### src/rtl/mcm_pkg.sv
package mcm_pkg;
  localparam int MODE_W = 3;

  typedef enum logic [MODE_W-1:0] {
    OM_RSVD   = 3'b000,
    OM_PWM    = 3'b001,
    OM_PASS   = 3'b010,
    OM_MANCH  = 3'b011,
    OM_BIPH   = 3'b100,
    OM_BURSTD = 3'b101,
    OM_BURSTF = 3'b110,
    OM_TOGGLE = 3'b111
  } out_mode_e;

  // pick the strobe of the counter arrangement in use
  function automatic logic pick_strobe(input logic wide, input logic s8, input logic s12);
    return wide ? s12 : s8;
  endfunction

  // carrier burst: carrier passes only while the gate is high
  function automatic logic burst_level(input logic carr, input logic gate);
    return carr & gate;
  endfunction

  // Manchester: data in first half-cell, complement in second
  function automatic logic manch_level(input logic d, input logic second_half);
    return d ^ second_half;
  endfunction
endpackage

### src/rtl/mcm_run_ctrl.sv
module mcm_run_ctrl (
  input  logic clk,
  input  logic rst_n,
  input  logic sr_start,
  input  logic sr_stop,
  input  logic bitcnt_hit,
  output logic start_acc,
  output logic stop_evt,
  output logic active
);
  assign stop_evt  = sr_stop | bitcnt_hit;
  assign start_acc = sr_start & ~stop_evt;

  always_ff @(posedge clk or negedge rst_n) begin
    if (!rst_n)         active <= 1'b0;
    else if (stop_evt)  active <= 1'b0;
    else if (sr_start)  active <= 1'b1;
  end

  AST_STOP_WINS: assert property (@(posedge clk) disable iff (!rst_n)
    (sr_stop || bitcnt_hit) |=> !active);
  AST_START_ARMS: assert property (@(posedge clk) disable iff (!rst_n)
    (sr_start && !sr_stop && !bitcnt_hit) |=> active);
endmodule

### src/rtl/mcm_toggle_ff.sv
module mcm_toggle_ff
  import mcm_pkg::*;
(
  input  logic      clk,
  input  logic      rst_n,
  input  out_mode_e mode,
  input  logic      cfg_wr,
  input  logic      cfg_preset,
  input  logic      timer_run,
  input  logic      cmp_s,
  input  logic      ovf_s,
  input  logic      cmp_tog_en,
  input  logic      ovf_tog_en,
  output logic      ff_q
);
  logic armed_q;
  logic preset_ok;
  logic pwm_mode;
  logic pwm_flip;
  logic std_flip;
  logic flip;

  assign preset_ok = cfg_wr & ~timer_run;
  assign pwm_mode  = (mode == OM_PWM);
  assign pwm_flip  = ovf_s | (cmp_s & armed_q);
  assign std_flip  = (cmp_s & cmp_tog_en) ^ (ovf_s & ovf_tog_en);
  assign flip      = pwm_mode ? pwm_flip : std_flip;

  always_ff @(posedge clk or negedge rst_n) begin
    if (!rst_n)         ff_q <= 1'b0;
    else if (preset_ok) ff_q <= cfg_preset;
    else if (flip)      ff_q <= ~ff_q;
  end

  always_ff @(posedge clk or negedge rst_n) begin
    if (!rst_n)                armed_q <= 1'b1;
    else if (cfg_wr)           armed_q <= 1'b1;
    else if (pwm_mode && ovf_s) armed_q <= 1'b1;
    else if (pwm_mode && cmp_s) armed_q <= 1'b0;
  end

  AST_PRESET_LOAD: assert property (@(posedge clk) disable iff (!rst_n)
    (cfg_wr && !timer_run) |=> (ff_q == $past(cfg_preset)));
  AST_PRESET_BLOCKED: assert property (@(posedge clk) disable iff (!rst_n)
    (cfg_wr && timer_run && !cmp_s && !ovf_s) |=> $stable(ff_q));
  AST_PWM_ONE_HIT: assert property (@(posedge clk) disable iff (!rst_n)
    (pwm_mode && cmp_s && !armed_q && !ovf_s && !preset_ok) |=> $stable(ff_q));
endmodule

### src/rtl/mcm_coder.sv
module mcm_coder
  import mcm_pkg::*;
(
  input  logic      clk,
  input  logic      rst_n,
  input  out_mode_e mode,
  input  logic      cfg_wr,
  input  logic      active,
  input  logic      start_acc,
  input  logic      stop_evt,
  input  logic      ff_q,
  input  logic      carrier,
  input  logic      sr_data,
  input  logic      bit_tick,
  input  logic      half_tick,
  output logic      pin
);
  logic bp_q;
  logic ph_q;
  logic coded;

  always_ff @(posedge clk or negedge rst_n) begin
    if (!rst_n)                                 bp_q <= 1'b0;
    else if (start_acc)                         bp_q <= ~ff_q;
    else if (active && bit_tick)                bp_q <= ~bp_q;
    else if (active && half_tick && !sr_data)   bp_q <= ~bp_q;
  end

  always_ff @(posedge clk or negedge rst_n) begin
    if (!rst_n)                      ph_q <= 1'b0;
    else if (start_acc || bit_tick)  ph_q <= 1'b0;
    else if (half_tick)              ph_q <= 1'b1;
  end

  always_comb begin
    unique case (mode)
      OM_BURSTF: coded = burst_level(carrier, ff_q);
      OM_BURSTD: coded = burst_level(carrier, sr_data);
      OM_BIPH:   coded = bp_q;
      OM_MANCH:  coded = manch_level(sr_data, ph_q);
      OM_PASS:   coded = sr_data;
      default:   coded = ff_q;
    endcase
  end

  assign pin = active ? coded : ff_q;

  AST_IDLE_HOLD: assert property (@(posedge clk) disable iff (!rst_n)
    !active |-> (pin == ff_q));
  AST_BIPHASE_EDGE: assert property (@(posedge clk) disable iff (!rst_n)
    (active && mode == OM_BIPH && bit_tick && !stop_evt && !start_acc && !cfg_wr)
      |=> (pin != $past(pin)));
endmodule

### src/rtl/serial_carrier_mod.sv
module serial_carrier_mod
  import mcm_pkg::*;
#(
  parameter logic [MODE_W-1:0] RST_MODE = 3'b111
) (
  input  logic              clk,
  input  logic              rst_n,
  input  logic              cfg_wr,
  input  logic [MODE_W-1:0] cfg_mode,
  input  logic              cfg_preset,
  input  logic              timer_run,
  input  logic              wide_sel,
  input  logic              cmp8_hit,
  input  logic              ovf8_hit,
  input  logic              cmp12_hit,
  input  logic              ovf12_hit,
  input  logic              cmp_tog_en,
  input  logic              ovf_tog_en,
  input  logic              carrier,
  input  logic              sr_start,
  input  logic              sr_stop,
  input  logic              bitcnt_hit,
  input  logic              sr_data,
  input  logic              bit_tick,
  input  logic              half_tick,
  output logic              mod_out
);
  out_mode_e mode_q;
  logic cmp_s, ovf_s;
  logic start_acc, stop_evt, active;
  logic ff_q;

  always_ff @(posedge clk or negedge rst_n) begin
    if (!rst_n)      mode_q <= out_mode_e'(RST_MODE);
    else if (cfg_wr) mode_q <= out_mode_e'(cfg_mode);
  end

  assign cmp_s = pick_strobe(wide_sel, cmp8_hit, cmp12_hit);
  assign ovf_s = pick_strobe(wide_sel, ovf8_hit, ovf12_hit);

  mcm_run_ctrl u_run (
    .clk(clk), .rst_n(rst_n), .sr_start(sr_start), .sr_stop(sr_stop),
    .bitcnt_hit(bitcnt_hit), .start_acc(start_acc), .stop_evt(stop_evt),
    .active(active)
  );

  mcm_toggle_ff u_ff (
    .clk(clk), .rst_n(rst_n), .mode(mode_q), .cfg_wr(cfg_wr),
    .cfg_preset(cfg_preset), .timer_run(timer_run), .cmp_s(cmp_s),
    .ovf_s(ovf_s), .cmp_tog_en(cmp_tog_en), .ovf_tog_en(ovf_tog_en),
    .ff_q(ff_q)
  );

  mcm_coder u_coder (
    .clk(clk), .rst_n(rst_n), .mode(mode_q), .cfg_wr(cfg_wr),
    .active(active), .start_acc(start_acc), .stop_evt(stop_evt),
    .ff_q(ff_q), .carrier(carrier), .sr_data(sr_data),
    .bit_tick(bit_tick), .half_tick(half_tick), .pin(mod_out)
  );

  AST_MODE_LOAD: assert property (@(posedge clk) disable iff (!rst_n)
    cfg_wr |=> (mode_q == $past(cfg_mode)));
endmodule

### config.mk
export PLATFORM = sky130hd
export DESIGN_NAME = serial_carrier_mod
export DESIGN_NICKNAME = d
export VERILOG_FILES = /design/src/rtl/mcm_pkg.sv /design/src/rtl/mcm_run_ctrl.sv /design/src/rtl/mcm_toggle_ff.sv /design/src/rtl/mcm_coder.sv /design/src/rtl/serial_carrier_mod.sv
export SDC_FILE = /design/constraint.sdc
export NUM_CORES = 1
export LEC_CHECK = 0
export ABC_CLOCK_PERIOD_IN_PS = 1700
export BUFFER_PORTS_ARGS = -buffer_cell sky130_fd_sc_hd__buf_2
export CAP_MARGIN = 20
export CORE_AREA = 2 2 39 41
export CTS_CLUSTER_SIZE = 30
export DETAILED_ROUTE_END_ITERATION = 8
export DIE_AREA = 0 0 41 43
export PLACE_DENSITY = 0.66
export SKIP_LAST_GASP = 1
export SLEW_MARGIN = 0
export SYNTH_ARGS = -nofsm -noshare
export SYNTH_HDL_FRONTEND = slang
export SYNTH_SLANG_ARGS = --single-unit
### constraint.sdc
create_clock -name clk -period 1.7 [get_ports clk]
set_clock_uncertainty 0.2 [all_clocks]
set_input_delay 0.255 -clock clk [delete_from_list [all_inputs] [get_ports clk]]
set_output_delay 0.255 -clock clk [all_outputs]
set_load 0.01 [all_outputs]
* Word level (Yosys, flattened, before mapping) *
Index checks and enable logic that the tools add are counted.

word-level totals
  flip-flop bits (word level) = 8
  input bits = 22
  output and inout bits = 1
  word-level logic and storage cells = 56

operators by class
  equality and inequality tests = 6
  multiplexer cells = 17
  bitwise operators = 15
  reductions and logical operators = 12

operator list
  kind                                                  number
  2-to-1 mux 1 bit                                      16
  equality test 3 bit (second input constant)           3
  AND 1 bit                                             7
  equality test 3 x 2 -> 1 bit (second input constant)  2
  nonzero test 2 bit                                    3
  nonzero test 3 bit                                    2
  logical AND 1 bit                                     5
  case mux 1 bit (5 select lines)                       1
  inverter 1 bit                                        4
  equality test 3 x 1 -> 1 bit (second input constant)  1
  bitwise OR 1 bit                                      2
  bitwise XOR 1 bit                                     2
  zero test 1 bit                                       1
  logical OR 1 bit                                      1

* Longest topological paths before layout *
  word-level depth = 6
  mapped depth = 5
  gate-level depth less buffers = 5

* Hierarchy *
A second synthesis with hierarchy kept.

second synthesis, totals
  cell total of the unflattened synthesis = 51
  area, all modules = 508.0 µm²

modules (own cells, without submodules)
  module              times used  cells each  area an instance (µm²)  seq. area each (µm²)
  mcm_coder           1           21          168.9                   50.0
  mcm_toggle_ff       1           16          152.6                   51.3
  serial_carrier_mod  1           8           135.1                   78.8
  mcm_run_ctrl        1           6           51.3                    25.0

* Worst setup path before layout *
OpenSTA, ideal clock, no wires.

  path kind = reg-to-output
  start = register mode_q[0]
  end = output port mod_out
  arrival time = 1,130 ps
  data required time = 1,245 ps
  setup slack = 115 ps
  stages on the path, launching flop included = 6
  buffers on the path = 0
  cell sequence = dfstp_2 > nand2_1 > xnor2_1 > nand2_1 > o22ai_1 > a22o_1

on the way
  cells in the longest elaborated chain, start to end = 3
  elaborated cells between the ends (all ways) = 7
  classes of those cells = eq/ne (5); mux (2)

RTL lines
  what                                                                        RTL line                  text
  start: declaration                                                          serial_carrier_mod.sv:28  out_mode_e mode_q;
  start signal: assignment                                                    serial_carrier_mod.sv:34  if (!rst_n) mode_q <= out_mode_e'(RST_MODE);
  start signal: assignment                                                    serial_carrier_mod.sv:35  else if (cfg_wr) mode_q <= out_mode_e'(cfg_mode);
  equality test 3 x 2 -> 1 bit / equality test 3 bit (equally long branches)  mcm_coder.sv:36           unique case (mode)
  case mux 1 bit (5 select lines) (*)                                         mcm_coder.sv:36
  2-to-1 mux 1 bit (*)                                                        mcm_coder.sv:46           assign pin = active ? coded : ff_q;
  end: declaration                                                            serial_carrier_mod.sv:26  output logic mod_out

Every way passes the cells marked *; elsewhere a longest branch is shown, timed or not.

* Final worst setup path *
Ends and elaborated chain as after synthesis.

==> summary.txt <==
Status
  – Status: finished with violations
  – Failing checks: negative setup slack

Final layout
  – Final net count: 106
  – Antenna diodes: 0
  – Area growth syn-to-layout: 46.9%
  – Final core occ: 53.5%
  – Layout cell share with drive strength beyond 1: 50.6%
  – Non-Filler Instances: 99

GRT
  – Total Routing Usage GR: 14.5%
  – First-pass GRT wire length: 1680 microns
  – Grt met1 use: 16.4%
  – Grt ovf: 0
  – Largest net degree at the start of global routing: 9
  – M2 GR Usage: 21.9%
  – Grt peak-use layer: met2
  – Vias in the first global route: 471
  – Initial antenna violation count: 0
  – Routing usage on met3: 1.57%

Synthesis
  – Seq/Total Area, Yosys: 40.7%
  – EDFF count, synth: 0
  – Netlist Area Pre-Place: 504 sq um
  – Post-synth top area share: 20.8%
  – Ranking of synthesized cells by area: dfstp_2, dfrtp_1, mux2_2
  – Syn Area/Cell: 10.1 sq um
  – Synth top cells by count: nor2_1, dfrtp_1, dfstp_2, nand2_1, mux2_2
  – Async set or reset register ratio after synthesis: 100%
  – Yosys cell types: 27
  – Cells after Synth: 50
  – Synthesis-stage register bit count: 8
  – Most common cell in the netlist: nor2_1
  – Yosys warns: 0
  – Post-synth top area cell: dfstp_2
  – Mapped Nets: 72
  – Main synth FF type: dfstp_2

Power
  – Switching share of power: 27.4%
  – Logic pwr share: 29.8%
  – Total power: 0.574 mW
  – Leakage: 0.337 nW
  – PwrDens: 775 nW/um^2
  – Net Sw Power: 0.157 mW
  – Clk pwr share: 25.8%
  – Int Pwr: 0.417 mW
  – Peak supply drop: 0.372 mV
  – Seq pwr share: 44.3%

Clock network
  – Total CTS buffers: 3
  – Clock Latency Late Sink: 0.24 ns
  – CTS Sinks: 8
  – Clock buffer depth: 2
  – Worst-path clk slew: 0.05 ns
  – Root Driver: clkbuf_4
  – CTS tree: yes
  – CTS H-tree lvls: 1

Worst setup path
  – Slowest CP cell: dfstp_2
  – Data required, critical path: 1.24 ns
  – Crit path arrival time: 1.50 ns
  – CP Class: reg -> out
  – Startpoint Class: register
  – Critical Path End Type: primary output
  – Slowest Stage Delay on Critical Path: 0.56 ns
  – CP Cell Sequence: nand2_2 -> xnor2_1 -> nand2_1 -> o22ai_1 -> a22o_1 -> buf_2
  – Crit Path Max Fanout: 4
  – Crit path buf inv count: 1
  – Top delay family on crit path: flip-flops

Run
  – Number of max-cap violations: 0

Placed design
  – Port Buffers: 22
  – Placed cell count: 90
  – Pre-CTS setup slack: 0.00526 ns
  – GP Congestion: 0.730
  – Dpl hpwl: 866 microns

Floorplanning
  – Starting Density: 36.4%
  – Ports: 23
  – Die area: 1760 sq um
  – Die height: 43 microns
  – Die W: 41 microns
  – Core region area: 1380 sq um
  – Rows: 14

STA
  – Hold_ws: 0.0394 ns
  – Setup WS post-layout: -0.259 ns
  – Worst slew margin: 74.3%
  – Fin crit period: 1.96 ns
  – Tcrit/Tclk final: 115%
  – Endpoints failing hold: 0
  – Tightest Pin Transition: 0.384 ns
  – Slew Limit Fails: 0
  – Setup-failing EPs final: 1
  – RSZ-0062 raised after global routing: true
  – Highest Clock Rate: 510 MHz

Detailed routing
  – Routed via count: 502
  – DR iter-0 viols: 10
  – Drc violations: 0
  – Via-per-instance ratio: 5.07
  – DR WL/cell: 10.9 microns
  – Antenna-violating nets left: 0
  – Final wirelength: 1080 microns
  – DR pass1 iterations: 4

Worst hold path
  – Hold/Removal Path Class: in -> reg
[timing repair]
item / in CTS / in global routing
setup buffers: 1 / 0
gates resized for setup: 0 / 3
endpoints found under the setup margin: 1 / 2
pin swaps: 0 / 4
hold buffers: 4 / 0
hold endpoints to repair: 10 / 0
[cell type report]
type | count | area, sq um
clock buffers | 4 | 26.3
well taps | 16 | 20.0
repair buffers | 29 | 173
fillers | 129 | 643
flip-flops and latches | 8 | 205
multi-input cells | 42 | 317
[flip-flops by register name, summed over array words and instances (netlist names)]
signal        count
mode_q            3
u_ff.armed_q      1
u_ff.ff_q         1
u_coder.bp_q      1
u_run.active      1
u_coder.ph_q      1
[kinds of logic after synthesis]
| logic type | Yosys count | synth area share (%) |
|---|---|---|
| AND/OR/NAND/NOR | 23 | 28.0 |
| AO/OA/AOI/OAI | 12 | 16.1 |
| flip-flops | 8 | 40.7 |
| multiplexers | 5 | 11.7 |
| XOR/XNOR | 2 | 3.47 |
[metrics by stage]
step	cell area, sq um	setup TNS (ns)
floorplan	504	0
global placement	649	0
detailed placement	649	0
CTS	723	-0.249
global route	741	-0.346
finish	741	-0.259
[power by group through the flow]
| stage | sequential (mW) | combinational (mW) | clock, mW |
|---|---|---|---|
| global placement | 0.255 | 0.152 | 0 |
| CTS | 0.250 | 0.170 | 0.158 |
| finish | 0.254 | 0.171 | 0.148 |
| floorplan | 0.248 | 0.101 | 0 |
| global route | 0.257 | 0.189 | 0.167 |
| detailed placement | 0.254 | 0.158 | 0 |
[path summary, 6_finish.rpt]
check / from / end / slack (ns) / depth (start not counted)
setup / recovery: mode_q[0] / mod_out / -0.26 / 6
hold / removal: cfg_mode[1] / mode_q[1] / 0.04 / 2
setup reg to reg: mode_q[0] / u_ff.ff_q / 0.09 / 5
hold reg to reg: u_ff.ff_q / u_coder.bp_q / 0.29 / 1
max in group asynchronous: rst_n / mode_q[2] / 0.89 / 2
min in group asynchronous: rst_n / u_coder.ph_q / 0.18 / 2
[cell usage in the layout (no fill, tap or decap)]
cell	count
a21oi_1	2
nand3b_1	1
nand2_1	3
a22o_1	1
xnor2_1	2
o22ai_1	2
nor2_1	5
o21bai_1	1
dfrtp_1	4
and2b_2	1
nor3b_1	1
o211ai_1	1
nand2_2	1
nor2b_1	2
nand2b_1	2
o21ai_0	2
nor3_1	2
or2b_1	1
dfstp_2	4
buf_2	22
a31oi_1	2
and4_1	1
and4b_4	1
mux2_4	1
mux2_2	3
nor4b_4	1
mux2i_1	1
nor3_2	1
o31ai_2	1
buf_4	3
dlygate4sd3_1	4
clkbuf_4	3
clkbuf_1	1
[layer usage]
metal	vias up	routed length (microns)
met5	-	0
met4	0	0
met3	0	64
met2	16	553
met1	230	463
li1	256	-
[worst register-to-register path, stage by stage (launching register included)]
cell and delay (ns):
dfstp_2 0.56, buf_4 0.13, nor4b_4 0.18, o21bai_1 0.11
and4_1 0.21, nor3_2 0.15
Power figures use the tool's default switching activity.
